$ cat src/rtl/pf_pkg.sv
`timescale 1ns/1ps
package pf_pkg;

    typedef enum logic [1:0] {
        MODE_STRIDE    = 2'b00,
        MODE_NEXT_ALL  = 2'b01,
        MODE_NEXT_MISS = 2'b10,
        MODE_OFF       = 2'b11
    } pf_mode_e;

    typedef enum logic [1:0] {
        CF_IDLE   = 2'b00,
        CF_SEEN   = 2'b01,
        CF_TRAIN  = 2'b10,
        CF_STEADY = 2'b11
    } conf_e;

    typedef enum logic [1:0] {
        UPD_NONE    = 2'b00,
        UPD_MATCH   = 2'b01,
        UPD_RETRAIN = 2'b10,
        UPD_ALLOC   = 2'b11
    } upd_e;

    typedef enum logic {
        OUT_IDLE = 1'b0,
        OUT_BUSY = 1'b1
    } out_state_e;

endpackage

$ cat src/rtl/pf_lru.sv
`timescale 1ns/1ps
module pf_lru #(
    parameter int NUM = 8
) (
    input  logic                   clk,
    input  logic                   rst_n,
    input  logic                   touch_valid,
    input  logic [$clog2(NUM)-1:0] touch_idx,
    output logic [$clog2(NUM)-1:0] victim_idx
);
    localparam int IDX_W = $clog2(NUM);

    // Ages form a permutation of 0..NUM-1; the oldest entry holds NUM-1.
    logic [IDX_W-1:0] age_q [NUM];

    always_ff @(posedge clk) begin
        if (!rst_n) begin
            for (int i = 0; i < NUM; i++) begin
                age_q[i] <= IDX_W'(i);
            end
        end else if (touch_valid) begin
            for (int i = 0; i < NUM; i++) begin
                if (IDX_W'(i) == touch_idx) begin
                    age_q[i] <= '0;
                end else if (age_q[i] < age_q[touch_idx]) begin
                    age_q[i] <= age_q[i] + 1'b1;
                end
            end
        end
    end

    always_comb begin
        victim_idx = '0;
        for (int i = 0; i < NUM; i++) begin
            if (age_q[i] == IDX_W'(NUM - 1)) begin
                victim_idx = IDX_W'(i);
            end
        end
    end

endmodule

$ cat src/rtl/pf_stream_table.sv
`timescale 1ns/1ps
module pf_stream_table
    import pf_pkg::*;
#(
    parameter int ADDR_W    = 32,
    parameter int NUM       = 8,
    parameter int DIST      = 12,
    parameter int WINDOW    = 16,
    parameter int PAGE_LOG2 = 6
) (
    input  logic              clk,
    input  logic              rst_n,
    input  logic              acc_valid,
    input  logic [ADDR_W-1:0] acc_line,
    input  logic              issue_en,
    input  logic              take,
    output logic              cand_valid,
    output logic [ADDR_W-1:0] cand_line
);
    localparam int IDX_W = $clog2(NUM);
    localparam int CNT_W = $clog2(DIST + 1);
    localparam logic [ADDR_W-1:0] WIN_POS = ADDR_W'(WINDOW);
    localparam logic [ADDR_W-1:0] WIN_NEG = ADDR_W'(-WINDOW);

    conf_e             conf_q   [NUM];
    logic [ADDR_W-1:0] last_q   [NUM];
    logic [ADDR_W-1:0] stride_q [NUM];
    logic [ADDR_W-1:0] ptr_q    [NUM];
    logic [CNT_W-1:0]  ahead_q  [NUM];

    logic [ADDR_W-1:0] next_arr [NUM];
    logic [NUM-1:0]    match_v;
    logic [NUM-1:0]    near_v;
    logic [NUM-1:0]    elig_v;

    upd_e              touch_kind;
    logic              touch_valid;
    logic [IDX_W-1:0]  touch_idx;
    logic [IDX_W-1:0]  victim_idx;
    logic [IDX_W-1:0]  cand_idx;

    pf_lru #(.NUM(NUM)) u_lru (
        .clk         (clk),
        .rst_n       (rst_n),
        .touch_valid (touch_valid),
        .touch_idx   (touch_idx),
        .victim_idx  (victim_idx)
    );

    // Per-entry compare and issue eligibility.
    for (genvar g = 0; g < NUM; g++) begin : g_ent
        logic [ADDR_W-1:0] diff;
        logic              trained;
        logic              same_page;
        assign diff        = acc_line - last_q[g];
        assign trained     = (conf_q[g] == CF_TRAIN) || (conf_q[g] == CF_STEADY);
        assign match_v[g]  = trained && (stride_q[g] != '0)
                             && (acc_line == last_q[g] + stride_q[g]);
        assign near_v[g]   = (conf_q[g] != CF_IDLE)
                             && ($signed(diff) < $signed(WIN_POS))
                             && ($signed(diff) > $signed(WIN_NEG));
        assign next_arr[g] = ptr_q[g] + stride_q[g];
        assign same_page   = next_arr[g][ADDR_W-1:PAGE_LOG2] == last_q[g][ADDR_W-1:PAGE_LOG2];
        assign elig_v[g]   = issue_en && (conf_q[g] == CF_STEADY)
                             && (ahead_q[g] < CNT_W'(DIST)) && same_page
                             && !(touch_valid && (touch_idx == IDX_W'(g)));
    end

    // Access classification: match first, then nearby retrain, else allocate.
    always_comb begin
        logic             m_hit;
        logic             n_hit;
        logic [IDX_W-1:0] m_idx;
        logic [IDX_W-1:0] n_idx;
        m_hit = 1'b0;
        n_hit = 1'b0;
        m_idx = '0;
        n_idx = '0;
        for (int i = NUM - 1; i >= 0; i--) begin
            if (match_v[i]) begin
                m_hit = 1'b1;
                m_idx = IDX_W'(i);
            end
            if (near_v[i]) begin
                n_hit = 1'b1;
                n_idx = IDX_W'(i);
            end
        end
        touch_kind = UPD_NONE;
        touch_idx  = victim_idx;
        if (acc_valid) begin
            if (m_hit) begin
                touch_kind = UPD_MATCH;
                touch_idx  = m_idx;
            end else if (n_hit) begin
                touch_kind = UPD_RETRAIN;
                touch_idx  = n_idx;
            end else begin
                touch_kind = UPD_ALLOC;
                touch_idx  = victim_idx;
            end
        end
    end

    assign touch_valid = (touch_kind != UPD_NONE);

    // Lowest-index eligible stream issues.
    always_comb begin
        cand_valid = 1'b0;
        cand_idx   = '0;
        for (int i = NUM - 1; i >= 0; i--) begin
            if (elig_v[i]) begin
                cand_valid = 1'b1;
                cand_idx   = IDX_W'(i);
            end
        end
    end

    assign cand_line = next_arr[cand_idx];

    always_ff @(posedge clk) begin
        if (!rst_n) begin
            for (int i = 0; i < NUM; i++) begin
                conf_q[i]   <= CF_IDLE;
                last_q[i]   <= '0;
                stride_q[i] <= '0;
                ptr_q[i]    <= '0;
                ahead_q[i]  <= '0;
            end
        end else begin
            for (int i = 0; i < NUM; i++) begin
                if (touch_valid && (touch_idx == IDX_W'(i))) begin
                    unique case (touch_kind)
                        UPD_MATCH: begin
                            last_q[i] <= acc_line;
                            if (conf_q[i] == CF_TRAIN) begin
                                conf_q[i]  <= CF_STEADY;
                                ptr_q[i]   <= acc_line;
                                ahead_q[i] <= '0;
                            end else if (ahead_q[i] == '0) begin
                                ptr_q[i] <= acc_line;
                            end else begin
                                ahead_q[i] <= ahead_q[i] - 1'b1;
                            end
                        end
                        UPD_RETRAIN: begin
                            stride_q[i] <= acc_line - last_q[i];
                            last_q[i]   <= acc_line;
                            ptr_q[i]    <= acc_line;
                            ahead_q[i]  <= '0;
                            conf_q[i]   <= CF_TRAIN;
                        end
                        UPD_ALLOC: begin
                            stride_q[i] <= '0;
                            last_q[i]   <= acc_line;
                            ptr_q[i]    <= acc_line;
                            ahead_q[i]  <= '0;
                            conf_q[i]   <= CF_SEEN;
                        end
                        default: begin
                        end
                    endcase
                end else if (take && (cand_idx == IDX_W'(i))) begin
                    ptr_q[i]   <= next_arr[i];
                    ahead_q[i] <= ahead_q[i] + 1'b1;
                end
            end
        end
    end

endmodule

$ cat src/rtl/pf_issue_fsm.sv
`timescale 1ns/1ps
module pf_issue_fsm
    import pf_pkg::*;
#(
    parameter int ADDR_W = 32
) (
    input  logic              clk,
    input  logic              rst_n,
    input  pf_mode_e          mode,
    input  logic              acc_valid,
    input  logic [ADDR_W-1:0] acc_line,
    input  logic              acc_miss,
    input  logic              str_valid,
    input  logic [ADDR_W-1:0] str_line,
    output logic              str_take,
    input  logic              pf_ready,
    output logic              pf_valid,
    output logic [ADDR_W-1:0] pf_line
);
    out_state_e        state_q;
    out_state_e        state_d;
    logic              pend_v_q;
    logic [ADDR_W-1:0] pend_q;
    logic              next_mode;
    logic              obl_req;
    logic              load_en;
    logic              have;
    logic              sel_pend;
    logic              sel_str;
    logic              load;
    logic [ADDR_W-1:0] cand;

    assign next_mode = (mode == MODE_NEXT_ALL) || (mode == MODE_NEXT_MISS);
    assign obl_req   = acc_valid && ((mode == MODE_NEXT_ALL)
                                     || ((mode == MODE_NEXT_MISS) && acc_miss));
    assign load_en   = (state_q == OUT_IDLE) || pf_ready;

    // Source priority: fresh next-line request, held next-line request, stream.
    always_comb begin
        have     = 1'b0;
        sel_pend = 1'b0;
        sel_str  = 1'b0;
        cand     = str_line;
        if (obl_req) begin
            have = 1'b1;
            cand = acc_line + 1'b1;
        end else if (pend_v_q && next_mode) begin
            have     = 1'b1;
            sel_pend = 1'b1;
            cand     = pend_q;
        end else if (str_valid) begin
            have    = 1'b1;
            sel_str = 1'b1;
        end
    end

    assign load     = load_en && have;
    assign str_take = load && sel_str;

    always_comb begin
        state_d = state_q;
        unique case (state_q)
            OUT_IDLE: state_d = load ? OUT_BUSY : OUT_IDLE;
            OUT_BUSY: begin
                if (pf_ready) begin
                    state_d = load ? OUT_BUSY : OUT_IDLE;
                end
            end
            default: state_d = OUT_IDLE;
        endcase
    end

    always_ff @(posedge clk) begin
        if (!rst_n) begin
            state_q <= OUT_IDLE;
        end else begin
            state_q <= state_d;
        end
    end

    always_ff @(posedge clk) begin
        if (!rst_n) begin
            pf_line <= '0;
        end else if (load) begin
            pf_line <= cand;
        end
    end

    assign pf_valid = (state_q == OUT_BUSY);

    // One held next-line request; a newer one replaces it.
    always_ff @(posedge clk) begin
        if (!rst_n) begin
            pend_v_q <= 1'b0;
            pend_q   <= '0;
        end else if (!next_mode) begin
            pend_v_q <= 1'b0;
        end else if (obl_req && !load) begin
            pend_v_q <= 1'b1;
            pend_q   <= acc_line + 1'b1;
        end else if (obl_req || (load && sel_pend)) begin
            pend_v_q <= 1'b0;
        end
    end

endmodule

$ cat src/rtl/stride_prefetcher.sv
`timescale 1ns/1ps
module stride_prefetcher
    import pf_pkg::*;
#(
    parameter int ADDR_W    = 32,
    parameter int NUM       = 8,
    parameter int DIST      = 12,
    parameter int WINDOW    = 16,
    parameter int PAGE_LOG2 = 6
) (
    input  logic              clk,
    input  logic              rst_n,
    input  logic [1:0]        mode,
    input  logic              acc_valid,
    input  logic [ADDR_W-1:0] acc_line,
    input  logic              acc_miss,
    output logic              pf_valid,
    input  logic              pf_ready,
    output logic [ADDR_W-1:0] pf_line
);
    pf_mode_e          mode_e;
    logic              tbl_acc;
    logic              tbl_issue;
    logic              str_valid;
    logic [ADDR_W-1:0] str_line;
    logic              str_take;

    assign mode_e    = pf_mode_e'(mode);
    assign tbl_issue = (mode_e == MODE_STRIDE);
    assign tbl_acc   = acc_valid && tbl_issue;

    pf_stream_table #(
        .ADDR_W    (ADDR_W),
        .NUM       (NUM),
        .DIST      (DIST),
        .WINDOW    (WINDOW),
        .PAGE_LOG2 (PAGE_LOG2)
    ) u_table (
        .clk        (clk),
        .rst_n      (rst_n),
        .acc_valid  (tbl_acc),
        .acc_line   (acc_line),
        .issue_en   (tbl_issue),
        .take       (str_take),
        .cand_valid (str_valid),
        .cand_line  (str_line)
    );

    pf_issue_fsm #(.ADDR_W(ADDR_W)) u_issue (
        .clk       (clk),
        .rst_n     (rst_n),
        .mode      (mode_e),
        .acc_valid (acc_valid),
        .acc_line  (acc_line),
        .acc_miss  (acc_miss),
        .str_valid (str_valid),
        .str_line  (str_line),
        .str_take  (str_take),
        .pf_ready  (pf_ready),
        .pf_valid  (pf_valid),
        .pf_line   (pf_line)
    );

endmodule

$ cat config.mk
export PLATFORM = sky130hd
export DESIGN_NAME = stride_prefetcher
export DESIGN_NICKNAME = d
export VERILOG_FILES = /design/src/rtl/pf_pkg.sv /design/src/rtl/pf_lru.sv /design/src/rtl/pf_stream_table.sv /design/src/rtl/pf_issue_fsm.sv /design/src/rtl/stride_prefetcher.sv
export SDC_FILE = /design/constraint.sdc
export NUM_CORES = 2
export LEC_CHECK = 0
export BUFFER_PORTS_ARGS = -buffer_cell sky130_fd_sc_hd__buf_2
export CAP_MARGIN = 15
export CORE_UTILIZATION = 35
export DETAILED_ROUTE_END_ITERATION = 12
export PLACE_DENSITY_LB_ADDON = 0.1
export SLEW_MARGIN = 20
export SYNTH_ARGS = -nofsm -noshare
export SYNTH_HDL_FRONTEND = slang
export SYNTH_HIERARCHICAL = 1
export SYNTH_SLANG_ARGS = --single-unit
$ cat constraint.sdc
create_clock -name clk -period 12.7 [get_ports clk]
set_clock_uncertainty 0.2 [all_clocks]
set_input_delay 0.635 -clock clk [delete_from_list [all_inputs] [get_ports clk]]
set_output_delay 0.635 -clock clk [all_outputs]
set_load 0.01 [all_outputs]
==> run_results.csv <==
group,metric,value,unit
logic_synthesis,synth_area,99900,sq um
clock_network,clock_sinks,906,
global_routing,grt_max_degree,69,
global_routing,grt_first_pass_wirelength,752000,um
global_routing,grt_util_all_layers,36.8,%
clock_network,ctsResizeCount,0,
clock_network,cts_tree,"done",
timing,setup_viol,0,
logic_synthesis,syn_inst,12200,
logic_synthesis,yosys_warnings,6,
clock_network,numCtsBuffers,134,
finish,area_delta_synth_final,9.31,%
setup_path,slowest_stage,"nor4_1",
timing,fmax,91.6,MHz
routing,drc,0,
clock_network,cts_setup_buffers,0,
setup_path,worstSetupEndpointType,"flip-flop",
routing,viasPerCell,6.50,
flow_run,maxCapViolCount,0,
logic_synthesis,ys_seq_elements,906,
clock_network,cts.reportedPaths.clkPinSlew,0.06,ns
die,dieArea,288000,sq um
setup_path,worstPathArrival,11.20,ns
clock_network,cts-root-buf,"clkbuf_16",
power_and_ir_drop,p_per_area,109,nW/um^2
placement,globalplace.congestion,1.00,
clock_network,insertion_delay,0.86,ns
setup_path,cpMostUsedCell,"buf_4",
logic_synthesis,ys_seq_area_share,26.6,%
finish,drive_above_1_share,6.46,%
logic_synthesis,ys_async_sr_fraction,0,%
setup_path,crit_family,"simple AND/OR/NAND/NOR gates",
die,fp-row-count,195,
worst_hold_path,hold_path.class,"primary input to flip-flop",
clock_network,cts_buffer_depth,4,
global_routing,grt_pass1_vias,94600,
placement,placed_cell_area,105000,sq um
die,coreArea,283000,sq um
die,die_w,536,um
die,start_util,35.3,%
logic_synthesis,syn_avg_cell_area,8.20,sq um
finish,final_area,109000,sq um
placement,dp_hpwl,436000,um
die,io_pins,72,
setup_path,slowest_delay,0.89,ns
power_and_ir_drop,peakVddDrop,103,uV
power_and_ir_drop,p_leak,42.9,nW
clock_network,hold_buffers,1,
die,die_y,536,um
setup_path,crit_type,"flip-flop to flip-flop",
routing,vias,103000,
logic_synthesis,synth-edff-count,840,
logic_synthesis,syn-num-nets,13000,
routing,routedWlPerCell,34.6,um
setup_path,crit_path_max_fanout,38,
timing,relSlewSlack,15.8,%
placement,port-buffer-count,71,
timing,worst_pin_slew,1.25,ns
finish,fin_nets,12900,
setup_path,startpoint_type,"flip-flop",
clock_network,htreeDepth,4,
setup_path,required,12.98,ns
routing,drt_iter0_markers,11600,
setup_path,path_buf_inv,7,
timing,fin_setup_tns,0,ns
timing,hold_violations,0,
routing,route.antenna.remaining_nets,0,
timing,rsz0062_at_grt,"false",
status,status,"finished clean",
timing,slew_violations,0,
global_routing,antenna_found_initial,55,
global_routing,globalRoute.totalOverflow,0,
timing,fin_crit,10.92,ns
finish,n_fill_cell,29100,
timing,post-route-period-util,86.0,%
routing,routed_wl,550000,um
routing,drtPass1Iterations,9,
logic_synthesis,ys.flop_type,"edfxtp_1",
logic_synthesis,yosys.cell_types.count,130,
[where the power goes]
part	total, mW	switching [mW]	internal [mW]
combinational	4.36	2.99	1.38
clock	3.94	1.63	2.31
sequential	3.63	0.217	3.41
total	11.9	4.83	7.10
[path summary, 6_finish.rpt]
kind / start / endpoint / slack (ns) / depth (start not counted)
max reg2reg: u_table/last_q[1][46] / u_table/ptr_q[0][118] / 1.78 / 29
max: u_table/last_q[1][46] / u_table/ptr_q[0][118] / 1.78 / 29
min: pf_ready / u_issue/pf_line[26] / 0.13 / 4
min reg2reg: u_issue/pf_line[7] / u_issue/pf_line[7] / 0.26 / 2
[synth_stat cells (37+ instances only)]
cell | n | area share, %
a2111oi_0 | 63 | 0.55
a211o_1 | 47 | 0.41
a211oi_1 | 152 | 1.1
a21boi_0 | 37 | 0.28
a21o_1 | 281 | 2.1
a21oi_1 | 952 | 4.8
a221oi_1 | 39 | 0.34
a22o_1 | 123 | 1.1
a31oi_1 | 124 | 0.78
and2_1 | 208 | 1.3
and3_1 | 147 | 0.92
and4_1 | 54 | 0.47
buf_2 | 82 | 0.41
clkbuf_1 | 481 | 1.8
dfxtp_1 | 66 | 1.3
edfxtp_1 | 840 | 25
ha_1 | 795 | 10
inv_1 | 590 | 2.2
mux2_2 | 44 | 0.50
mux2i_1 | 141 | 1.4
nand2_1 | 1052 | 4.0
nand2b_1 | 125 | 0.78
nand3_1 | 342 | 1.7
nand4_1 | 294 | 1.8
nor2_1 | 978 | 3.7
nor2b_1 | 183 | 1.1
nor3_1 | 315 | 1.6
nor3b_1 | 55 | 0.41
nor4_1 | 242 | 1.5
nor4b_1 | 42 | 0.37
o2111ai_1 | 65 | 0.57
o211ai_1 | 177 | 1.3
o21a_1 | 169 | 1.3
o21ai_0 | 728 | 3.6
o21bai_1 | 83 | 0.62
o221ai_1 | 43 | 0.38
o22ai_1 | 56 | 0.35
o31ai_1 | 71 | 0.53
or2_2 | 61 | 0.38
or3_1 | 120 | 0.75
or4_1 | 56 | 0.42
xnor2_1 | 597 | 5.2
xor2_1 | 304 | 2.7
[metal layers]
| metal | wire, um | part of all wire, % | GRT usage (%) |
|---|---|---|---|
| met1 | 235000 | 43 | 49.3 |
| met3 | 42900 | 7.8 | 6.20 |
| met2 | 238000 | 43 | 56.3 |
| met4 | 33000 | 6.0 | 19.8 |
| met5 | 92 | 0.017 | 0 |
[final cells by class]
type                       count  area [sq um]  area share (%)
inverter                     597          2240            2.06
clock inverter                83           946           0.866
timing repair buffer         290          2140            1.96
multi-input combinational  10100         69100            63.3
sequential                   906         26500            24.3
clock buffer                 148          3470            3.18
antenna                       36          90.1          0.0825
tap                         3743          4680            4.29
[state kept, by name, indices dropped and copies added (netlist names)]
signal	flops
u_issue/pf_valid	1
u_table/conf_q	16
u_issue/pend_q	32
u_table/ahead_q	32
u_table/last_q	256
u_issue/pf_line	32
u_table/u_lru/age_q	24
u_table/stride_q	256
u_table/ptr_q	256
u_issue/pend_v_q	1
[tightest hold or removal path, delay by kind of cell]
| kind | cells | cell delay, ns |
|---|---|---|
| AND/OR/NAND/NOR | 1 | 0.20 |
| AO/OA/AOI/OAI | 2 | 0.20 |
| buffers and inverters | 1 | 0.10 |
[cell families (layout without fill, tap and decap cells)]
| group | count (synthesis) | in the layout | synth area share [%] |
|---|---|---|---|
| and+or+nand+nor | 4405 | 4405 | 22.5 |
| AOI/OAI and AO/OA | 3722 | 3722 | 24.9 |
| buffers and inverters | 1197 | 1118 | 4.70 |
| xor gates and xnor gates | 930 | 930 | 8.54 |
| DFF | 906 | 906 | 26.6 |
| adders and majority gates | 819 | 819 | 10.4 |
| muxes | 206 | 206 | 2.37 |
| other | 0 | 36 | 0 |
[per-stage QoR]
stage	util [%]	cells	hold slack [ns]	power (mW)	setup slack, ns
after floorplan	-	12200	0.237	6.23	3.01
after global placement	36.9	15600	0.237	7.91	1.02
after detailed placement	37.0	15600	0.245	7.90	1.49
after CTS	38.5	15800	0.0619	11.9	2.09
after global routing	38.6	15900	0.131	12.3	1.46
final	38.6	15900	0.125	11.9	1.78
[layout by cell type, fill, tap and decap left out, types with 124 or more instances in the layout]
| cell | netlist | layout |
|---|---|---|
| a211oi_1 | 152 | 149 |
| a21o_1 | 281 | 280 |
| a21oi_1 | 952 | 950 |
| and2_1 | 208 | 208 |
| and3_1 | 147 | 147 |
| buf_4 | 5 | 244 |
| clkbuf_16 | 0 | 137 |
| edfxtp_1 | 840 | 840 |
| ha_1 | 795 | 795 |
| inv_1 | 590 | 589 |
| mux2i_1 | 141 | 140 |
| nand2_1 | 1052 | 1047 |
| nand2b_1 | 125 | 124 |
| nand3_1 | 342 | 340 |
| nand4_1 | 294 | 294 |
| nor2_1 | 978 | 974 |
| nor2b_1 | 183 | 181 |
| nor3_1 | 315 | 311 |
| nor4_1 | 242 | 234 |
| o211ai_1 | 177 | 177 |
| o21a_1 | 169 | 169 |
| o21ai_0 | 728 | 721 |
| xnor2_1 | 597 | 594 |
| xor2_1 | 304 | 302 |
No activity file was read; power rests on OpenSTA's default activity.
